$ cat config.mk
export PLATFORM = sky130hd
export DESIGN_NAME = retire_buffer
export DESIGN_NICKNAME = d
export VERILOG_FILES = /design/src/rtl/retire_pkg.sv /design/src/rtl/retire_ptrs.sv /design/src/rtl/retire_entries.sv /design/src/rtl/retire_commit.sv /design/src/rtl/retire_buffer.sv
export SDC_FILE = /design/constraint.sdc
export NUM_CORES = 1
export LEC_CHECK = 0
export CAP_MARGIN = 25
export CORE_MARGIN = 1.5
export CORE_UTILIZATION = 50
export DETAILED_ROUTE_END_ITERATION = 12
export PLACE_DENSITY = 0.75
export SYNTH_ARGS = -nofsm -noshare
export SYNTH_HDL_FRONTEND = slang
export SYNTH_HIERARCHICAL = 1
export SYNTH_SLANG_ARGS = --single-unit
$ cat constraint.sdc
create_clock -name clk -period 7.15 [get_ports clk]
set_input_delay 2.145 -clock clk [delete_from_list [all_inputs] [get_ports clk]]
set_output_delay 2.145 -clock clk [all_outputs]
set_load 0.01 [all_outputs]
$ cat src/rtl/retire_pkg.sv
package retire_pkg;
  localparam int LANES = 2;

  typedef enum logic [1:0] {
    K_REG    = 2'd0,
    K_STORE  = 2'd1,
    K_BRANCH = 2'd2
  } rkind_e;

  // An entry that ends the current program path instead of retiring.
  function automatic logic flush_type(logic [1:0] kind, logic excp, logic misp);
    return excp | ((kind == K_BRANCH) & misp);
  endfunction
endpackage

$ cat src/rtl/retire_ptrs.sv
module retire_ptrs #(
  parameter int DEPTH = 8,
  parameter int IDX_W = 3,
  parameter int CNT_W = 4
) (
  input  logic             clk,
  input  logic             rst,
  input  logic             do_alloc,
  input  logic [1:0]       retire_cnt,
  input  logic             flush,
  output logic [IDX_W-1:0] head_idx,
  output logic [IDX_W-1:0] tail_idx,
  output logic [CNT_W-1:0] occ,
  output logic             full
);
  logic [CNT_W-1:0] head_q, tail_q;

  always_ff @(posedge clk) begin
    if (rst || flush) begin
      head_q <= '0;
      tail_q <= '0;
    end else begin
      head_q <= head_q + CNT_W'(retire_cnt);
      if (do_alloc) tail_q <= tail_q + CNT_W'(1);
    end
  end

  assign head_idx = head_q[IDX_W-1:0];
  assign tail_idx = tail_q[IDX_W-1:0];
  assign occ      = tail_q - head_q;
  assign full     = (occ == CNT_W'(DEPTH));


  occ_bound_chk: assert property (@(posedge clk) disable iff (rst)
    occ <= CNT_W'(DEPTH));


  full_hold_chk: assert property (@(posedge clk) disable iff (rst)
    (full && retire_cnt == 2'd0 && !flush) |=> full);


  dual_needs_two_chk: assert property (@(posedge clk) disable iff (rst)
    (retire_cnt == 2'd2) |-> (occ >= CNT_W'(2)));


  retire_needs_live_chk: assert property (@(posedge clk) disable iff (rst)
    (retire_cnt != 2'd0) |-> (occ != '0));
endmodule

$ cat src/rtl/retire_entries.sv
module retire_entries import retire_pkg::*; #(
  parameter int DEPTH  = 8,
  parameter int IDX_W  = 3,
  parameter int CNT_W  = 4,
  parameter int DATA_W = 32,
  parameter int DEST_W = 32
) (
  input  logic                         clk,
  input  logic                         rst,
  input  logic                         flush,
  input  logic                         alloc_we,
  input  logic [IDX_W-1:0]             alloc_idx,
  input  logic [1:0]                   alloc_kind,
  input  logic [DEST_W-1:0]            alloc_dest,
  input  logic                         res_valid,
  input  logic [IDX_W-1:0]             res_tag,
  input  logic [DATA_W-1:0]            res_value,
  input  logic                         res_excp,
  input  logic                         res_misp,
  input  logic [IDX_W-1:0]             head_idx,
  input  logic [LANES-1:0]             ret,
  input  logic [CNT_W-1:0]             occ,
  input  logic [IDX_W-1:0]             rd_tag,
  output logic                         rd_hit,
  output logic [DATA_W-1:0]            rd_value,
  output logic [LANES-1:0]             hd_live,
  output logic [LANES-1:0]             hd_ready,
  output logic [LANES-1:0]             hd_excp,
  output logic [LANES-1:0]             hd_misp,
  output logic [LANES-1:0][1:0]        hd_kind,
  output logic [LANES-1:0][DEST_W-1:0] hd_dest,
  output logic [LANES-1:0][DATA_W-1:0] hd_value
);
  logic [DEPTH-1:0]  valid_q, ready_q, excp_q, misp_q;
  logic [1:0]        kind_q  [DEPTH];
  logic [DEST_W-1:0] dest_q  [DEPTH];
  logic [DATA_W-1:0] value_q [DEPTH];
  logic              res_hit;

  assign res_hit = res_valid && valid_q[res_tag] && !flush;

  // Status bits: flops, cleared as a group on flush.
  always_ff @(posedge clk) begin
    if (rst || flush) begin
      valid_q <= '0;
      ready_q <= '0;
      excp_q  <= '0;
      misp_q  <= '0;
    end else begin
      for (int l = 0; l < LANES; l++) begin
        if (ret[l]) valid_q[head_idx + IDX_W'(l)] <= 1'b0;
      end
      if (res_hit) begin
        ready_q[res_tag] <= 1'b1;
        excp_q[res_tag]  <= res_excp;
        misp_q[res_tag]  <= res_misp;
      end
      if (alloc_we) begin
        valid_q[alloc_idx] <= 1'b1;
        ready_q[alloc_idx] <= 1'b0;
        excp_q[alloc_idx]  <= 1'b0;
        misp_q[alloc_idx]  <= 1'b0;
      end
    end
  end

  // Payload arrays: one write port each, no reset.
  always_ff @(posedge clk) begin
    if (alloc_we && !flush) begin
      kind_q[alloc_idx] <= alloc_kind;
      dest_q[alloc_idx] <= alloc_dest;
    end
  end

  always_ff @(posedge clk) begin
    if (res_hit) value_q[res_tag] <= res_value;
  end

  // Registered operand lookup.
  always_ff @(posedge clk) begin
    if (rst) begin
      rd_hit   <= 1'b0;
      rd_value <= '0;
    end else begin
      rd_hit   <= valid_q[rd_tag] && ready_q[rd_tag];
      rd_value <= value_q[rd_tag];
    end
  end

  for (genvar l = 0; l < LANES; l++) begin : g_head
    logic [IDX_W-1:0] slot;
    assign slot        = head_idx + IDX_W'(l);
    assign hd_live[l]  = valid_q[slot];
    assign hd_ready[l] = ready_q[slot];
    assign hd_excp[l]  = excp_q[slot];
    assign hd_misp[l]  = misp_q[slot];
    assign hd_kind[l]  = kind_q[slot];
    assign hd_dest[l]  = dest_q[slot];
    assign hd_value[l] = value_q[slot];
  end


  live_count_chk: assert property (@(posedge clk) disable iff (rst)
    CNT_W'($countones(valid_q)) == occ);


  flush_empty_chk: assert property (@(posedge clk) disable iff (rst)
    flush |=> (valid_q == '0));
endmodule

$ cat src/rtl/retire_commit.sv
module retire_commit import retire_pkg::*; #(
  parameter int                DATA_W     = 32,
  parameter int                DEST_W     = 32,
  parameter int                REG_W      = 5,
  parameter logic [DATA_W-1:0] EXC_VECTOR = 'h180
) (
  input  logic                         clk,
  input  logic                         rst,
  input  logic [LANES-1:0]             hd_live,
  input  logic [LANES-1:0]             hd_ready,
  input  logic [LANES-1:0]             hd_excp,
  input  logic [LANES-1:0]             hd_misp,
  input  logic [LANES-1:0][1:0]        hd_kind,
  input  logic [LANES-1:0][DEST_W-1:0] hd_dest,
  input  logic [LANES-1:0][DATA_W-1:0] hd_value,
  output logic [LANES-1:0]             ret,
  output logic [1:0]                   retire_cnt,
  output logic                         flush_now,
  output logic [LANES-1:0]             rf_we,
  output logic [LANES-1:0][REG_W-1:0]  rf_waddr,
  output logic [LANES-1:0][DATA_W-1:0] rf_wdata,
  output logic [LANES-1:0]             mem_we,
  output logic [LANES-1:0][DEST_W-1:0] mem_addr,
  output logic [LANES-1:0][DATA_W-1:0] mem_data,
  output logic                         flush_q,
  output logic                         flush_excp_q,
  output logic [DATA_W-1:0]            flush_target_q
);
  logic [LANES-1:0] lane_ft, lane_done;

  for (genvar l = 0; l < LANES; l++) begin : g_lane
    assign lane_ft[l]   = flush_type(hd_kind[l], hd_excp[l], hd_misp[l]);
    assign lane_done[l] = hd_live[l] & hd_ready[l];
  end

  // A lane retires only behind a normally retiring older lane.
  always_comb begin
    ret[0] = lane_done[0] & ~lane_ft[0];
    for (int l = 1; l < LANES; l++) begin
      ret[l] = ret[l-1] & lane_done[l] & ~lane_ft[l];
    end
  end

  assign retire_cnt = 2'($countones(ret));
  assign flush_now  = lane_done[0] & lane_ft[0];

  always_ff @(posedge clk) begin
    if (rst) begin
      rf_we          <= '0;
      rf_waddr       <= '0;
      rf_wdata       <= '0;
      mem_we         <= '0;
      mem_addr       <= '0;
      mem_data       <= '0;
      flush_q        <= 1'b0;
      flush_excp_q   <= 1'b0;
      flush_target_q <= '0;
    end else begin
      for (int l = 0; l < LANES; l++) begin
        rf_we[l]    <= ret[l] && (hd_kind[l] == K_REG);
        mem_we[l]   <= ret[l] && (hd_kind[l] == K_STORE);
        rf_waddr[l] <= hd_dest[l][REG_W-1:0];
        rf_wdata[l] <= hd_value[l];
        mem_addr[l] <= hd_dest[l];
        mem_data[l] <= hd_value[l];
      end
      flush_q        <= flush_now;
      flush_excp_q   <= flush_now & hd_excp[0];
      flush_target_q <= hd_excp[0] ? EXC_VECTOR : hd_value[0];
    end
  end


  head_wait_chk: assert property (@(posedge clk) disable iff (rst)
    (hd_live[0] && !hd_ready[0]) |=> (rf_we == '0 && mem_we == '0 && !flush_q));


  exception_flush_chk: assert property (@(posedge clk) disable iff (rst)
    (hd_live[0] && hd_ready[0] && hd_excp[0]) |=>
      (flush_q && flush_excp_q && rf_we == '0 && mem_we == '0));


  mispredict_flush_chk: assert property (@(posedge clk) disable iff (rst)
    (hd_live[0] && hd_ready[0] && !hd_excp[0] && hd_kind[0] == K_BRANCH && hd_misp[0]) |=>
      (flush_q && !flush_excp_q && rf_we == '0 && mem_we == '0));
endmodule

$ cat src/rtl/retire_buffer.sv
module retire_buffer import retire_pkg::*; #(
  parameter int                DEPTH      = 8,
  parameter int                DATA_W     = 32,
  parameter int                DEST_W     = 32,
  parameter int                REG_W      = 5,
  parameter logic [DATA_W-1:0] EXC_VECTOR = 'h180,
  localparam int               IDX_W      = $clog2(DEPTH)
) (
  input  logic                         clk,
  input  logic                         rst,
  input  logic                         alloc_valid,
  input  logic [1:0]                   alloc_kind,
  input  logic [DEST_W-1:0]            alloc_dest,
  output logic                         alloc_ready,
  output logic [IDX_W-1:0]             alloc_tag,
  input  logic                         res_valid,
  input  logic [IDX_W-1:0]             res_tag,
  input  logic [DATA_W-1:0]            res_value,
  input  logic                         res_excp,
  input  logic                         res_misp,
  input  logic [IDX_W-1:0]             rd_tag,
  output logic                         rd_hit,
  output logic [DATA_W-1:0]            rd_value,
  output logic [1:0]                   rf_we,
  output logic [1:0][REG_W-1:0]        rf_waddr,
  output logic [1:0][DATA_W-1:0]       rf_wdata,
  output logic [1:0]                   mem_we,
  output logic [1:0][DEST_W-1:0]       mem_addr,
  output logic [1:0][DATA_W-1:0]       mem_data,
  output logic                         flush,
  output logic                         flush_excp,
  output logic [DATA_W-1:0]            flush_target
);
  localparam int CNT_W = IDX_W + 1;

  logic                         full, do_alloc, flush_now;
  logic [IDX_W-1:0]             head_idx, tail_idx;
  logic [CNT_W-1:0]             occ;
  logic [1:0]                   retire_cnt;
  logic [LANES-1:0]             ret, hd_live, hd_ready, hd_excp, hd_misp;
  logic [LANES-1:0][1:0]        hd_kind;
  logic [LANES-1:0][DEST_W-1:0] hd_dest;
  logic [LANES-1:0][DATA_W-1:0] hd_value;

  assign alloc_ready = !full;
  assign alloc_tag   = tail_idx;
  assign do_alloc    = alloc_valid && !full;

  retire_ptrs #(.DEPTH(DEPTH), .IDX_W(IDX_W), .CNT_W(CNT_W)) u_ptrs (
    .clk(clk), .rst(rst), .do_alloc(do_alloc), .retire_cnt(retire_cnt),
    .flush(flush_now), .head_idx(head_idx), .tail_idx(tail_idx),
    .occ(occ), .full(full)
  );

  retire_entries #(.DEPTH(DEPTH), .IDX_W(IDX_W), .CNT_W(CNT_W),
                   .DATA_W(DATA_W), .DEST_W(DEST_W)) u_entries (
    .clk(clk), .rst(rst), .flush(flush_now),
    .alloc_we(do_alloc), .alloc_idx(tail_idx), .alloc_kind(alloc_kind),
    .alloc_dest(alloc_dest), .res_valid(res_valid), .res_tag(res_tag),
    .res_value(res_value), .res_excp(res_excp), .res_misp(res_misp),
    .head_idx(head_idx), .ret(ret), .occ(occ), .rd_tag(rd_tag),
    .rd_hit(rd_hit), .rd_value(rd_value), .hd_live(hd_live),
    .hd_ready(hd_ready), .hd_excp(hd_excp), .hd_misp(hd_misp),
    .hd_kind(hd_kind), .hd_dest(hd_dest), .hd_value(hd_value)
  );

  retire_commit #(.DATA_W(DATA_W), .DEST_W(DEST_W), .REG_W(REG_W),
                  .EXC_VECTOR(EXC_VECTOR)) u_commit (
    .clk(clk), .rst(rst), .hd_live(hd_live), .hd_ready(hd_ready),
    .hd_excp(hd_excp), .hd_misp(hd_misp), .hd_kind(hd_kind),
    .hd_dest(hd_dest), .hd_value(hd_value), .ret(ret),
    .retire_cnt(retire_cnt), .flush_now(flush_now),
    .rf_we(rf_we), .rf_waddr(rf_waddr), .rf_wdata(rf_wdata),
    .mem_we(mem_we), .mem_addr(mem_addr), .mem_data(mem_data),
    .flush_q(flush), .flush_excp_q(flush_excp), .flush_target_q(flush_target)
  );
endmodule

==> flow_metrics.env <==
export IMPL_status="complete, no violations"
export IMPL_p_switching_w=0.00214
export IMPL_route_vias_total=19300
export IMPL_grt_max_degree=97
export IMPL_worstSetupPathType="flop to primary output"
export IMPL_final_common_cell="edfxtp_1"
export IMPL_drtIter0Drc=1547
export IMPL_required_ns=5.01
export IMPL_cts_root_buf="clkbuf_16"
export IMPL_cts_buffer_depth=3
export IMPL_period_share=0.783
export IMPL_h_tree_depth=3
export IMPL_peakVddDrop_uv=229
export IMPL_pin_count=355
export IMPL_wl_um=80300
export IMPL_p_comb_frac=0.061
export IMPL_grt_pass1_vias=20100
export IMPL_fp_dieW_um=264
export IMPL_hold_buffers=0
export IMPL_fin_crit_ns=5.60
export IMPL_layout_nets=2356
export IMPL_dp_final_hpwl_um=49500
export IMPL_drt_pass1_iter_count=5
export IMPL_dieArea_um2=69900
export IMPL_cts_tree="built"
export IMPL_seqPwrFrac=0.496
export IMPL_final_setup_tns_ns=0
export IMPL_power_leakage_nw=13.3
export IMPL_rsz0062_at_grt="no"
export IMPL_viasPerCell=6.01
export IMPL_hold_class="flop to flop"
export IMPL_tightest_slew_ns=1.09
export IMPL_crit_path_start_kind="flop"
export IMPL_drc_errors=0
export IMPL_path_clk_slew_ns=0.06
export IMPL_n_fill_cell=4741
export IMPL_worst_path_max_fanout=62
export IMPL_maxCapViolCount=0
export IMPL_std_cell_rows=95
export IMPL_syn_nets=2100
export IMPL_p_clk_frac=0.443
export IMPL_netlist_area_um2=34200
export IMPL_sw_frac_of_total=0.215
export IMPL_wire_per_inst_um=25.0
export IMPL_yosysWarnings=6
export IMPL_overflow=0
export IMPL_syn_instance_count=2012
export IMPL_maxSlewViolCount=0
export IMPL_area_delta_synth_final_pct=19.6
export IMPL_setup_violations=0
export IMPL_grt_pass1_wl_um=121000
export IMPL_portBuffers=354
export IMPL_cts_resized=0
export IMPL_finalHoldViolations=0
export IMPL_cts_made_buffers=81
export IMPL_postSynthAreaPerCell_um2=17.0
export IMPL_grt_usage=0.231
export IMPL_cp_end_kind="primary output"
export IMPL_clock_latency_ns=0.66
export IMPL_fmax_ghz=0.179
export IMPL_final_antenna_net_count=0
export IMPL_p_int_w=0.00781
export IMPL_cp_arrival_ns=3.45
export IMPL_fin_area_um2=40900
export IMPL_slew_headroom=0.273
export IMPL_finClkSkew_ns=0.0546
export IMPL_final_cell_mix="528 x edfxtp_1, 350 x clkdlybuf4s50_1, 342 x mux4_2"
export IMPL_final_layout_size_suffix_gt1_frac=0.278
export IMPL_power_density_nw_per_um2=243
export IMPL_dpl_cell_area_um2=37900
export IMPL_cts_setup_buffers=0
export IMPL_die_y_um=264
export IMPL_place_gp_congestion=0.818
export IMPL_cts_sink_count=767
export IMPL_antenna_found_initial=12
export IMPL_start_util=0.507
export IMPL_core_um2=67400
[cell type report]
class	instances	area, um2	share of cell area
antenna	3	7.51	0.000184
clock buffer	103	2290	0.0561
inverter	10	37.5	0.000919
tap	873	1090	0.0267
sequential	767	20700	0.506
timing repair buffer	389	3840	0.0939
multi-input combinational	1019	12400	0.303
clock inverter	46	567	0.0139
[sequential cells by signal, summed over array words and instances, names as in the netlist]
name,cells
u_entries/valid_q,8
u_commit/flush_target_q,32
u_entries/excp_q,8
u_commit/mem_we,2
u_entries/value_q,256
u_commit/flush_excp_q,1
u_commit/rf_we,2
u_entries/dest_q,256
u_commit/flush_q,1
u_entries/rd_hit,1
u_ptrs/tail_q,4
u_commit/mem_addr,56
u_entries/rd_value,32
u_entries/ready_q,8
u_commit/rf_waddr,8
u_entries/misp_q,8
u_commit/mem_data,64
u_entries/kind_q,16
u_ptrs/head_q,4
[metrics by stage]
step                      instances  setup slack [ns]  total power (W)  hold WS (ns)   util
after detailed placement       3056              1.77          0.00563         0.462  0.563
after CTS                      3205              1.51           0.0100         0.469  0.605
after floorplan                2012              1.33          0.00533         0.441      -
final                          3210              1.55          0.00994         0.472  0.606
after global placement         3056              1.91          0.00561         0.452  0.563
after global routing           3208              1.40           0.0102         0.474  0.606
[worst max-delay path: stages, from the launching register on]
cell,delay [ns]
dfxtp_4,1.01
inv_1,0.23
fa_1,0.48
xor2_1,0.17
nor4_2,0.34
inv_1,0.08
clkdlybuf4s50_1,0.49
[metal layers]
metal,share of wire,wire (um),track usage,up-vias
li1,-,-,-,8286
met2,0.52,41700,0.404,831
met1,0.38,30300,0.288,9982
met3,0.072,5810,0.0450,159
met4,0.029,2350,0.0811,20
met5,0.0014,116,0,-
[power by group through the flow]
stage / clock [W] / combinational (W) / sequential (W)
finish: 0.00441 / 0.000607 / 0.00493
global route: 0.00465 / 0.000650 / 0.00494
CTS: 0.00449 / 0.000614 / 0.00493
detailed placement: 0 / 0.000608 / 0.00502
global placement: 0 / 0.000599 / 0.00501
floorplan: 0 / 0.000296 / 0.00503
[path summary, 6_finish.rpt]
kind	startpoint	end	slack (ns)	cells past startpoint
worst max-delay path	u_ptrs/head_q[1]$_SDFF_PP0_	alloc_ready	1.55	6
worst min-delay path	u_entries/misp_q[3]$_SDFF_PP0_	u_entries/misp_q[3]$_SDFF_PP0_	0.47	2
worst min register to register	u_entries/misp_q[3]$_SDFF_PP0_	u_entries/misp_q[3]$_SDFF_PP0_	0.47	2
worst max register to register	u_ptrs/head_q[1]$_SDFF_PP0_	u_entries/value_q[4][4]$_DFFE_PP_	2.24	9
No activity file was read; power rests on OpenSTA's default activity.
